<file path="config.mk">
export PLATFORM = sky130hd
export DESIGN_NAME = spi_byte_xcvr
export DESIGN_NICKNAME = d
export VERILOG_FILES = /design/src/rtl/spi_xcvr_pkg.sv /design/src/rtl/spi_xcvr_regs.sv /design/src/rtl/spi_xcvr_engine.sv /design/src/rtl/spi_byte_xcvr.sv
export SDC_FILE = /design/constraint.sdc
export NUM_CORES = 1
export LEC_CHECK = 0
export ABC_AREA = 1
export CORE_MARGIN = 10
export CORE_UTILIZATION = 42
export DETAILED_ROUTE_END_ITERATION = 10
export PLACE_DENSITY = 0.74
export SETUP_SLACK_MARGIN = 0.15
export SLEW_MARGIN = 10
export SYNTH_ARGS = -nofsm -noshare
export SYNTH_HDL_FRONTEND = slang
export SYNTH_SLANG_ARGS = --single-unit
</file>
<file path="constraint.sdc">
create_clock -name clk -period 3.1 [get_ports clk]
set_input_delay 0.62 -clock clk [delete_from_list [all_inputs] [get_ports clk]]
set_output_delay 0.62 -clock clk [all_outputs]
set_load 0.01 [all_outputs]
</file>
<file path="src/rtl/spi_xcvr_pkg.sv">
package spi_xcvr_pkg;

   // Register window decode; the data slot must stay at 0 since it is the
   // location that both launches a transfer and returns the received byte.
   typedef enum logic [1:0] {
      SEL_DATA = 2'd0,
      SEL_STAT = 2'd1,
      SEL_CTRL = 2'd2,
      SEL_NONE = 2'd3
   } reg_sel_e;

   localparam int unsigned STAT_BUSY_BIT = 0;
   localparam int unsigned CTRL_CS_BIT   = 0;

endpackage

</file>
<file path="src/rtl/spi_xcvr_regs.sv">
module spi_xcvr_regs
   import spi_xcvr_pkg::*;
#(
   parameter int unsigned DATA_W = 8
) (
   input  logic              clk,
   input  logic              rst_n,
   input  logic              bus_en,
   input  logic              bus_we,
   input  logic [1:0]        bus_addr,
   input  logic [DATA_W-1:0] bus_wdata,
   input  logic              busy,
   input  logic [DATA_W-1:0] rx_data,
   output logic              start,
   output logic              cs_active,
   output logic [DATA_W-1:0] rdata
);

   reg_sel_e sel;
   logic     wr_any;
   logic     cs_wr;
   logic     cs_q;

   assign sel    = reg_sel_e'(bus_addr);
   assign wr_any = bus_en & bus_we;
   assign cs_wr  = wr_any & (sel == SEL_CTRL);

   // a data write during a running transfer is dropped here
   assign start  = wr_any & (sel == SEL_DATA) & ~busy;

   always_ff @(posedge clk) begin
      if (!rst_n) begin
         cs_q <= 1'b0;
      end else if (cs_wr) begin
         cs_q <= bus_wdata[CTRL_CS_BIT];
      end
   end

   assign cs_active = cs_q;

   always_comb begin
      rdata = '0;
      unique case (sel)
         SEL_DATA: rdata = rx_data;
         SEL_STAT: rdata[STAT_BUSY_BIT] = busy;
         SEL_CTRL: rdata[CTRL_CS_BIT] = cs_q;
         default:  rdata = '0;
      endcase
   end

   // chip select moves only through its own register write
   assert_cs_hold_R8: assert property (@(posedge clk) disable iff (!rst_n)
      !cs_wr |=> $stable(cs_q));

   // no launch while a transfer is running
   assert_no_start_busy_R6: assert property (@(posedge clk) disable iff (!rst_n)
      busy |-> !start);

endmodule

</file>
<file path="src/rtl/spi_xcvr_engine.sv">
module spi_xcvr_engine #(
   parameter int unsigned DATA_W = 8
) (
   input  logic              clk,
   input  logic              rst_n,
   input  logic              start,
   input  logic [DATA_W-1:0] start_data,
   input  logic              miso,
   output logic              sclk,
   output logic              mosi,
   output logic              busy,
   output logic [DATA_W-1:0] rx_data
);

   localparam int unsigned CNT_W = (DATA_W > 2) ? $clog2(DATA_W) : 1;
   localparam logic [CNT_W-1:0] LAST_BIT = CNT_W'(DATA_W - 1);

   // Top bit is never loaded from the bus: the transmit MSB goes straight
   // to mosi_q, so only DATA_W-1 transmit bits are stored.
   logic [DATA_W-1:0] sr_q;
   logic [CNT_W-1:0]  cnt_q;
   logic              sclk_q;
   logic              mosi_q;
   logic              busy_q;

   always_ff @(posedge clk) begin
      if (!rst_n) begin
         sr_q   <= '0;
         cnt_q  <= '0;
         sclk_q <= 1'b0;
         mosi_q <= 1'b1;
         busy_q <= 1'b0;
      end else if (start) begin
         busy_q                <= 1'b1;
         sclk_q                <= 1'b0;
         cnt_q                 <= '0;
         mosi_q                <= start_data[DATA_W-1];
         sr_q[DATA_W-2:0]      <= start_data[DATA_W-2:0];
      end else if (busy_q) begin
         if (!sclk_q) begin
            sclk_q <= 1'b1;
            sr_q   <= {sr_q[DATA_W-2:0], miso};
         end else begin
            sclk_q <= 1'b0;
            if (cnt_q == LAST_BIT) begin
               busy_q <= 1'b0;
               mosi_q <= 1'b1;
               cnt_q  <= '0;
            end else begin
               cnt_q  <= cnt_q + 1'b1;
               mosi_q <= sr_q[DATA_W-1];
            end
         end
      end
   end

   assign sclk    = sclk_q;
   assign mosi    = mosi_q;
   assign busy    = busy_q;
   assign rx_data = sr_q;

   assert_launch_R2: assert property (@(posedge clk) disable iff (!rst_n)
      start |=> (busy_q && !sclk_q));

   assert_sclk_idle_R3: assert property (@(posedge clk) disable iff (!rst_n)
      !busy_q |-> !sclk_q);

   assert_mosi_on_rise_R4: assert property (@(posedge clk) disable iff (!rst_n)
      $rose(sclk_q) |-> $stable(mosi_q));

   assert_idle_high_R9: assert property (@(posedge clk) disable iff (!rst_n)
      $fell(busy_q) |-> mosi_q);

endmodule

</file>
<file path="src/rtl/spi_byte_xcvr.sv">
module spi_byte_xcvr #(
   parameter int unsigned DATA_W        = 8,
   parameter bit          CS_ACTIVE_LOW = 1'b1
) (
   input  logic              clk,
   input  logic              rst_n,
   input  logic              bus_en,
   input  logic              bus_we,
   input  logic [1:0]        bus_addr,
   input  logic [DATA_W-1:0] bus_wdata,
   output logic [DATA_W-1:0] bus_rdata,
   output logic              spi_sclk,
   output logic              spi_mosi,
   input  logic              spi_miso,
   output logic              spi_cs_n
);

   generate
      if (DATA_W < 2) begin : g_bad_width
         $error("DATA_W must be at least 2");
      end
      if ((DATA_W & (DATA_W - 1)) != 0) begin : g_bad_pow2
         $error("DATA_W must be a power of two");
      end
   endgenerate

   logic              start;
   logic              busy;
   logic              cs_active;
   logic [DATA_W-1:0] rx_data;

   spi_xcvr_regs #(.DATA_W(DATA_W)) u_regs (
      .clk       (clk),
      .rst_n     (rst_n),
      .bus_en    (bus_en),
      .bus_we    (bus_we),
      .bus_addr  (bus_addr),
      .bus_wdata (bus_wdata),
      .busy      (busy),
      .rx_data   (rx_data),
      .start     (start),
      .cs_active (cs_active),
      .rdata     (bus_rdata)
   );

   spi_xcvr_engine #(.DATA_W(DATA_W)) u_engine (
      .clk        (clk),
      .rst_n      (rst_n),
      .start      (start),
      .start_data (bus_wdata),
      .miso       (spi_miso),
      .sclk       (spi_sclk),
      .mosi       (spi_mosi),
      .busy       (busy),
      .rx_data    (rx_data)
   );

   generate
      if (CS_ACTIVE_LOW) begin : g_cs_low
         assign spi_cs_n = ~cs_active;
      end else begin : g_cs_high
         assign spi_cs_n = cs_active;
      end
   endgenerate

endmodule

</file>
## Word level (Yosys, flattened, before mapping)

Index checks and enable logic that the tools add are counted.

| word-level totals | value |
|---|---|
| flip-flop bits (word level) | 15 |
| bits of input ports | 15 |
| word-level logic and storage cells | 44 |

| operators by class | value |
|---|---|
| $add $sub $neg | 1 |
| equal/unequal tests | 4 |
| muxes and demuxes | 15 |
| bitwise gates (word level) | 9 |
| reductions and logical operators | 8 |

Operators by type and width:

| cell | number |
|---|---|
| $mux 7 | 4 |
| $mux 1 | 9 |
| $reduce_and 2->1 | 3 |
| $not 1->1 | 5 |
| $and 1x1->1 | 4 |
| $reduce_bool 2->1 | 2 |
| $add 3x1->3 const B | 1 |
| $eq 3x3->1 const B | 1 |
| $mux 3 | 1 |
| $pmux 1 s3 | 1 |
| $reduce_and 3->1 | 1 |
| $eq 2x1->1 const B | 1 |
| $eq 2x2->1 const B | 1 |
| $logic_not 2->1 | 1 |
| $ne 2x2->1 const B | 1 |
| $reduce_or 2->1 | 1 |

## Depth between registers and ports, before layout

| depth | value |
|---|---|
| depth after elaboration | 5 |
| gate-level depth with buffers | 7 |
| mapped depth without buffers | 7 |

## Hierarchy

Synthesis repeated with hierarchy kept, for this count alone.

| unflattened totals | value |
|---|---|
| cells, all modules | 144 |
| area total of the unflattened synthesis | 867.1 um^2 |

Modules (own cells, without submodules):

| module | times used | cells each | area each (um^2) | sequential area each (um^2) |
|---|---|---|---|---|
| spi_xcvr_engine | 1 | 112 | 698.2 | 280.3 |
| spi_xcvr_regs | 1 | 31 | 165.2 | 20.0 |
| spi_byte_xcvr | 1 | 1 | 3.8 | 0.0 |

## Worst setup path after synthesis

OpenSTA, ideal clock, no wires.

| timing | value |
|---|---|
| kind | input to output |
| start point | input bus_addr[0] |
| end point | output bus_rdata[0] |
| arrival time | 1.208 ns |
| data required time | 2.480 ns |
| path slack | 1.272 ns |
| stages on the path | 3 |
| path buffers | 0 |
| cells stage by stage | nor2_4 -> inv_1 -> o221ai_1 |

| between the ends | value |
|---|---|
| word-level cells in the longest chain between the ends | 2 |
| elaborated cells on any way between the ends | 4 |
| classes of those cells | 2 x eq/ne; 1 x mux; 1 x reduce/logical |

Ends and longest elaborated chain:

| what | RTL line | RTL |
|---|---|---|
| from (decl) | spi_byte_xcvr.sv:9 | `input logic [1:0] bus_addr,` |
| $eq 2x2->1 (tied with other cells) | spi_xcvr_regs.sv:43 | `unique case (sel)` |
| $pmux 1 s3 * | spi_xcvr_regs.sv:43 |  |
| to (decl) | spi_byte_xcvr.sv:11 | `output logic [DATA_W-1:0] bus_rdata,` |

Every way passes the cells marked *; elsewhere a longest branch is shown, timed or not.

## Worst setup path in the final report

| timing | value |
|---|---|
| start point | input bus_addr[1] |
| end point | output bus_rdata[0] |

The elaborated chain is that of the path after synthesis.

==> flow_metrics.py <==
metrics = {
    "run_status": {
        "status": "finished clean",
    },
    "yosys": {
        "syn_area_sq_um": 818,
        "syn_avg_cell_area_sq_um": 6.76,
        "yosys.area_share.xor_xnor": 0,
        "synthAdderAreaFrac": 0.0459,
        "synthSimpleGateAreaFrac": 0.387,
        "seq_area_frac_synth": 0.367,
        "synth_compound_area_frac": 0.0994,
        "muxShareOfSynthArea": 0,
        "syn_inst": 121,
        "synth.distinct_cells": 19,
        "synth_warnings": 0,
        "synth_top_family_by_area": "simple AND/OR/NAND/NOR gates",
        "synth-seq-cells": 15,
        "synth_nets": 139,
    },
    "layout": {
        "final_common_cell": "nor2_1",
        "drive_gt1_frac": 0.0867,
        "layout.cells.non_filler": 175,
        "final_cell_mix": "nor2_1, clkdlybuf4s50_1, nand2_1",
        "diodes": 0,
        "synthToLayoutAreaGrowth_pct": 37.3,
        "layout.nets": 169,
    },
    "placement": {
        "place_inst": 171,
        "numPortBuffers": 25,
        "gp_congestion": 0.783,
        "dp_hpwl_um": 1690,
    },
    "clock_tree": {
        "cts_hold_buf": 0,
        "cts_setup_buffers": 0,
        "numCtsBuffers": 3,
        "htreeDepth": 1,
        "numClockSinks": 15,
        "clk_latency_ns": 0.29,
        "clockBufferDepth": 2,
        "root_buffer": "clkbuf_4",
        "ctsResizeCount": 0,
        "clk_pin_slew_ns": 0.10,
        "cts_tree": "done",
    },
    "routing": {
        "via_per_inst": 4.88,
        "drc_errors": 0,
        "drt_first_pass_iters": 4,
        "maxUsedRoutingLayer": "met4",
        "post_drt_wl_per_cell_um": 12.4,
        "wirelength_um": 2180,
        "drtAntennaViolNets": 0,
        "wl_met3_um": 195,
        "wl_met1_um": 934,
        "wl_met2_um": 1010,
        "vias": 854,
        "first_iter_violations": 23,
    },
    "critical_path": {
        "crit_slowest_cell": "clkdlybuf4s50_1",
        "max_stage_delay_ns": 0.57,
        "path_class": "primary input to output pin",
        "cp_cell_sequence": "clkdlybuf4s50_1 > nor2_4 > inv_1 > o221ai_1 > clkdlybuf4s50_1",
        "arrival_ns": 2.13,
        "cp_max_fo": 8,
        "cpMostUsedCell": "clkdlybuf4s50_1",
        "cp-end-kind": "output pin",
        "crit_required_ns": 2.48,
        "worstSetupStartpointType": "primary input",
    },
    "floorplanning": {
        "die_area_sq_um": 4110,
        "fp.dieH_um": 64.1,
        "core-area_sq_um": 1780,
        "pin_count": 26,
        "start_util": 0.459,
        "num_rows": 15,
        "die_w_um": 64.1,
    },
    "pwr": {
        "vdd_drop_max_v": 0.000239,
        "p_per_area_nw_per_um2": 380,
        "p_total_uw": 427,
        "leakage_uw": 0.000480,
    },
    "global_route": {
        "antenna_found_initial": 0,
        "grt_max_degree": 12,
        "grtUsageTotal": 0.107,
        "grt-ovfl-total": 0,
        "grt_pass1_vias": 806,
        "grt_pass1_wl_um": 3590,
    },
    "timing": {
        "slew_headroom": 0.806,
        "final_max_slew_viol_count": 0,
        "fin_crit_sh": 0.886,
        "timing.final.setup_violations": 0,
        "final_hold_viol_count": 0,
        "tns_ns": 0,
        "clock.fmax_mhz": 364,
        "rsz0062_at_grt": "no",
        "skew_ns": 0.00806,
        "tightest_slew_ns": 0.291,
        "fin_crit_ns": 2.75,
    },
    "run": {
        "timing.max_cap.violations": 0,
    },
    "hold_path": {
        "hold_path_class": "register to register",
    },
}
## synth_stat cells (all sizes together)
| cell | n | share of area |
|---|---|---|
| a21oi | 7 | 0.043 |
| inv | 18 | 0.083 |
| nand2 | 25 | 0.12 |
| nor3 | 1 | 0.0061 |
| ha | 3 | 0.046 |
| clkinv | 1 | 0.0046 |
| nand3 | 2 | 0.028 |
| o21a | 1 | 0.0092 |
| nor2 | 32 | 0.17 |
| dfxtp | 15 | 0.37 |
| o221ai | 1 | 0.011 |
| nand4 | 8 | 0.061 |
| o21ai | 6 | 0.037 |
| buf | 1 | 0.014 |
## final cells by class
cell class                 instances  area, sq um
tap                               25         31.3
clock inverter                     1         5.00
fill                             185          659
inverter                          19         71.3
sequential                        15          300
multi-input combinational         86          435
timing repair buffer              26          258
clock buffer                       3         22.5
## metrics by stage
step | hold WS [ns] | instance area [sq um] | utilization | setup WS, ns
finish | 0.482 | 1120 | 0.630 | 0.354
global route | 0.516 | 1120 | 0.630 | 0.259
CTS | 0.487 | 1120 | 0.630 | 0.341
detailed placement | 0.472 | 1100 | 0.615 | 0.352
global placement | 0.469 | 1100 | 0.615 | 0.399
floorplan | 0.450 | 818 | - | 1.27
## flip-flops by register name, summed over array words and instances (netlist names)
register / count
u_engine.cnt_q: 3
u_engine.mosi: 1
u_engine.sclk: 1
u_regs.cs_active: 1
u_engine.rx_data: 8
u_engine.busy: 1
## routing by layer
metal | global-route usage | vias up
met5 | 0 | -
met4 | 0.0481 | 0
met3 | 0.0488 | 5
met2 | 0.165 | 29
met1 | 0.123 | 376
li1 | - | 444
## critical path: cells and delay by family
kind / cells / cell delay [ns]
AO/OA/AOI/OAI: 1 / 0.17
buffers and inverters: 3 / 1.21
AND/OR/NAND/NOR: 1 / 0.13
## final timing paths
| check | cells past startpoint | slack (ns) | from | end |
|---|---|---|---|---|
| max | 5 | 0.35 | bus_addr[1] | bus_rdata[0] |
| min | 2 | 0.48 | u_engine.rx_data[6] | u_engine.rx_data[7] |
| max reg2reg | 7 | 1.80 | u_engine.busy | u_engine.rx_data[6] |
| min reg2reg | 2 | 0.48 | u_engine.rx_data[6] | u_engine.rx_data[7] |
## cell families (layout without fill, tap and decap cells)
logic type,after synthesis,after routing
simple gates,68,68
flops,15,15
compound gates,15,15
fa+ha+maj,3,3
buf+inv,20,49
## where the power goes
group	total (uW)	internal, uW	switching [uW]
combinational	100	43.0	57.1
sequential	212	204	8.25
clock	115	48.0	66.7
(Power assumes the default switching activity.)
